File: src/rtl/irq_collector.sv
module irq_collector #(
  parameter int W = 24,
  parameter int AW = 7,
  parameter logic [AW-1:0] MASK_ADDR  = 'h18,
  parameter logic [AW-1:0] STAT_ADDR  = 'h19,
  parameter logic [AW-1:0] RSTAT_ADDR = 'h1A
) (
  input  logic          clk,
  input  logic          rst_n,
  input  logic [W-1:0]  evt_i,
  input  logic          wr_en,
  input  logic [AW-1:0] wr_addr,
  input  logic [W-1:0]  wr_data,
  input  logic          rd_start,
  input  logic [AW-1:0] rd_addr,
  input  logic          rd_done,
  output logic [W-1:0]  rd_data,
  output logic          irq_n
);

  logic [W-1:0] status_q, mask_q, clr_bits, rd_value;
  logic         pend_q;

  assign clr_bits = (rd_done && pend_q) ? rd_data : '0;
  assign irq_n    = ~|(status_q & mask_q);

  always_comb begin
    case (rd_addr)
      MASK_ADDR:              rd_value = mask_q;
      STAT_ADDR, RSTAT_ADDR:  rd_value = status_q;
      default:                rd_value = '0;
    endcase
  end

  always_ff @(posedge clk or negedge rst_n) begin
    if (!rst_n) begin
      status_q <= '0;
      mask_q   <= '0;
      rd_data  <= '0;
      pend_q   <= 1'b0;
    end else begin
      status_q <= (status_q & ~clr_bits) | evt_i;
      if (wr_en && wr_addr == MASK_ADDR)
        mask_q <= wr_data;
      if (rd_start) begin
        rd_data <= rd_value;
        pend_q  <= (rd_addr == RSTAT_ADDR);
      end else if (rd_done) begin
        pend_q  <= 1'b0;
      end
    end
  end

endmodule

File: config.mk
export PLATFORM = sky130hd
export DESIGN_NAME = irq_collector
export DESIGN_NICKNAME = d
export VERILOG_FILES = /design/src/rtl/irq_collector.sv
export SDC_FILE = /design/constraint.sdc
export NUM_CORES = 1
export LEC_CHECK = 0
export ABC_AREA = 1
export ABC_CLOCK_PERIOD_IN_PS = 1540
export BUFFER_PORTS_ARGS = -buffer_cell sky130_fd_sc_hd__buf_2
export CORE_ASPECT_RATIO = 0.6
export CORE_UTILIZATION = 53
export CTS_CLUSTER_DIAMETER = 150
export DETAILED_ROUTE_END_ITERATION = 8
export GPL_TIMING_DRIVEN = 0
export MAX_ROUTING_LAYER = met4
export PLACE_DENSITY = 0.8
export SLEW_MARGIN = 40
export SYNTH_ARGS = -nofsm -noshare
export SYNTH_HDL_FRONTEND = slang
export SYNTH_SLANG_ARGS = --single-unit
File: constraint.sdc
create_clock -name clk -period 1.54 [get_ports clk]
set_input_delay 0 -clock clk [delete_from_list [all_inputs] [get_ports clk]]
set_output_delay 0 -clock clk [all_outputs]
set_load 0.02 [all_outputs]
== Yosys cells after proc, flatten, opt, wreduce, memory -nomap -nowiden ==
Cells that the tools add are included.
W data, S select, Z words.

* Bits in registers: 73
* Word-level logic and storage cells: 22

* Equal/unequal tests: 4
* Mux-type cells: 4
* Bitwise gates (word level): 4
* Reductions and logical operators: 6

{| class="wikitable"
|+ Operator list
! cell !! count
|-
| $and A24 B24 Y24 || 2
|-
| $pmux W24 S2 || 1
|-
| $eq A7 B5 Y1 const B || 4
|-
| $mux W24 || 1
|-
| $not A24 Y24 || 1
|-
| $or A24 B24 Y24 || 1
|-
| $reduce_or A24 Y1 || 1
|-
| $logic_and A1 B1 Y1 || 2
|-
| $mux W1 || 2
|-
| $reduce_bool A2 Y1 || 1
|-
| $reduce_or A2 Y1 || 1
|-
| $logic_not A1 Y1 || 1
|}

== Logic depth before layout (Yosys ltp) ==
* Depth in word-level cells: 5
* Mapped depth: 8
* Depth with buffers taken out: 7

== Least setup slack after synthesis ==
OpenSTA, ideal clock, no wires.

* Path type: register -> register
* From: register pend_q
* To: register status_q[14]
* Data arrival time: 1.021 ns
* Data required time: 1.422 ns
* Slack: 0.401 ns
* Stages on the path, launching flop included: 5
* Period minus slack after synthesis: 1.139 ns
* Path through: dfrtp_1 -> clkbuf_1 -> clkbuf_1 -> nand3_1 -> a21o_1

* Word-level cells in the longest chain between the ends: 5

{| class="wikitable"
|+ Ends and longest elaborated chain
! item !! line !! RTL
|-
| from (decl) || 22 || <nowiki>logic pend_q;</nowiki>
|-
| from (signal assigned) || 47 || <nowiki>pend_q <= (rd_addr == RSTAT_ADDR);</nowiki>
|-
| $logic_and A1 B1 Y1 || 24 || <nowiki>assign clr_bits = (rd_done && pend_q) ? rd_data : '0;</nowiki>
|-
| $mux W24 || 24 ||
|-
| $not A24 Y24 || 42 || <nowiki>status_q <= (status_q & ~clr_bits) | evt_i;</nowiki>
|-
| $and A24 B24 Y24 || 42 ||
|-
| $or A24 B24 Y24 || 42 ||
|-
| to (signal assigned) || 42 ||
|-
| to (decl) || 21 || <nowiki>logic [W-1:0] status_q, mask_q, clr_bits, rd_value;</nowiki>
|}

Every way passes these cells.
A chain may end at the register's enable or synchronous reset.

== Worst setup path in the final report ==
* From: register mask_q[14]
* To: output port irq_n

* Word-level cells in the longest chain between the ends: 3

{| class="wikitable"
|+ Ends and longest elaborated chain
! item !! line !! RTL
|-
| from (decl) || 21 ||
|-
| from (signal assigned) || 44 || <nowiki>mask_q <= wr_data;</nowiki>
|-
| $and A24 B24 Y24 || 25 || <nowiki>assign irq_n = ~|(status_q & mask_q);</nowiki>
|-
| $reduce_or A24 Y1 || 25 ||
|-
| $logic_not A1 Y1 || 25 ||
|-
| to (decl) || 18 || <nowiki>output logic irq_n</nowiki>
|}

Every way passes these cells.

==> key figures <==
Power and ir drop
  – Worst IR Drop VDD: around 0.62 mV
  – Power, Total: roughly 0.0044 W
  – Pleak: 2.50 nW
  – PwrDens: between 900 and 1000 nW/um^2

Die
  – I/O pin count: 92
  – Die Height: 65.0 um
  – Starting Density: 56.2%
  – Area of the core: 6250 sq um
  – Total die area: 6960 sq um
  – Die W: 107 um
  – Core Rows: 22

Worst setup path
  – Max Fanout on Critical Path: 3
  – CP arrival: around 1500 ps
  – Worst setup path class: flop to output pin
  – Startpoint types: flop
  – Critical Path RT: about 1500 ps
  – Critical Path End Type: output pin

Global routing
  – First-pass GRT wire length: around 17 mm
  – Number of global-route vias before repair: ~3.5k
  – Initial antenna violation count: 0
  – Largest net degree at the start of global routing: 46
  – GRT Overall Usage: 33.5%
  – GR Overflow Total: 0

Clocking
  – Clock-pin slew on the worst setup and hold paths: 80 ps
  – CTS sink count: between 70 and 80
  – CTS Buffer Depth: 2
  – H-tree levels: 3
  – Clock root buffer: clkbuf_8
  – Num CTS Buffers: 9
  – Worst skew pair latency: 350 ps
  – TritonCTS clock tree: done

Min path
  – Hold/Removal Path Class: input pin to flop

Layout
  – Most frequent cells in the layout: nand2_1 (103), buf_2 (97), nor2_1 (77), nand3_1 (75), dfrtp_1 (73)
  – Layout cells sized above 1: 21.1%
  – Layout Nets: 669
  – N_diodes: 0
  – Fill cells: approximately 450
  – Final Core Density: 78.0%
  – Commonest non-fill, non-tap cell in the layout: nand2_1
  – Area grow syn2layout: 38.8%

Yosys
  – Post-synth top area share: between 50% and 60%
  – Seq/Total Area, Yosys: a little over half
  – Ys flop type: dfrtp_1
  – Complex-gate fraction of the synthesized area: 5.42%
  – FF+latch count, synth: 73
  – Area leader, netlist: dfrtp_1
  – Syn avg cell area: 7.87 sq um
  – Simple-gate area share of the yosys netlist: 36.0%
  – Post-synthesis cell type count: 21
  – Ys async rst share: 100%
  – Top post-synthesis cells by area: dfrtp_1 (52%), nand2_1 (11%), nand3_1 (11%)
  – Adder-cell share of the synthesized area: 0%
  – Post-synth EDFFs: 0
  – Syn nets: ~510
  – Yosys synthesis warning count: 0
  – Mapped cell area: 3510 sq um
  – XOR/XNOR Fraction of Synth Area: 0%
  – Main combinational cell family by area after synthesis: simple AND/OR/NAND/NOR gates
  – Post-Syn Instances: 446
  – Post-synthesis mux area share: 0%

Route
  – Post-route ant nets: 0
  – Vias post-DR: 3644
  – Total iterations of the first detailed-routing run: 5
  – DRC viols: 0
  – First DRT Iteration DRCs: between 400 and 500
  – Final wirelength: 10.5 mm
  – Routed vias/inst: 5.27
  – WL per Instance: 15.1 um

Run status
  – Outcome: completed

Timing
  – Hold Vio Cnt, Final: 0
  – Max Clk Rate: 0.662 GHz
  – WHS: around 46 ps
  – Period minus WS final: 1510 ps
  – Setup violators final: 0
  – Worst-margin pin slew: roughly 500 ps
  – Fin Setup TNS: 0 ps
  – Slew headroom: between 60 and 70%
  – RSZ-0062 raised after global routing: no
  – Slew Limit Fails: 0
  – Period utilisation layout: 98.1%
  – Worst clock skew: 4.80 ps

Place
  – Placed wire-length estimate: roughly 7.0 mm
  – RD Place Congestion: 0.916
  – IO Port Bufs: 89

Job
  – Max cap viols: 0
kinds of logic (layout without fill, tap and decap cells):
family,after synthesis,after routing
buffers and inverters,56,217
and+or+nand+nor,291,291
DFF,73,73
AOI/OAI and AO/OA,26,26
per-stage QoR:
step	area (sq um)	worst slack, ps	std cells
finish	4870	28.9	691
detailed placement	4100	52.7	620
floorplan	3510	401	446
global placement	4060	80.2	619
CTS	4860	8.52	691
global route	4870	0.984	691
cell usage after synthesis, types with 2 or more instances:
cell type and count:
a21o_1 24, buf_1 2, buf_2 10, buf_4 2
clkbuf_1 12, dfrtp_1 73, inv_1 28, inv_2 2
nand2_1 103, nand3_1 75, nand4_1 5, nor2_1 78
nor3_1 24
sequential cells by signal, indices dropped and copies added (netlist names):
| name | cells |
|---|---|
| rd_data | 24 |
| pend_q | 1 |
| status_q | 24 |
| mask_q | 24 |
layout make-up:
cell class                 count  area, sq um  area share (%)
buffer                        26          120            2.47
clock buffer                  12          165            3.39
clock inverter                 4         50.0            1.03
inverter                      30          113            2.31
multi-input combinational    317         1460            29.9
sequential                    73         1830            37.5
tap                           84          105            2.16
timing repair buffer         145         1040            21.3
worst max-delay path, cell delays in order (launching register included):
cell     delay [ps]
dfrtp_1         450
nand2_1         110
nand4_1          80
nor2_1          140
nand3_1         120
nor2_2          140
buf_6           130
repair_timing:
action / in CTS / in global routing
hold endpoints to repair: 122 / 0
endpoints found under the setup margin: 0 / 14
hold buffers: 55 / 0
buffers inserted: 0 / 0
resized for setup: 0 / 7
where the power goes:
group | internal, W | leakage [nW] | switching, W
registers | 0.00201 | 0.850 | 0.000106
logic | 0.000309 | 1.55 | 0.000381
clock network | 0.000878 | 0.105 | 0.000733
metal layers:
metal  vias to the layer above  track usage [%]  wire (um)
li1                       1747                -          -
met1                      1687             45.5       4840
met2                       188             50.5       4530
met3                        22             7.24        896
met4                         0             10.8        186
met5                         -                -          0
worst paths after layout:
path                              start           end  slack [ps]  depth (start not counted)
setup / recovery             mask_q[14]         irq_n          30                          6
hold / removal               wr_addr[6]     mask_q[2]          50                          5
setup reg to reg                 pend_q  status_q[19]         150                          4
hold reg to reg            status_q[16]  status_q[16]         520                          1
max in group asynchronous         rst_n   status_q[9]         950                          3
min in group asynchronous         rst_n    mask_q[19]          80                          2
No activity file was read; power rests on OpenSTA's default activity.
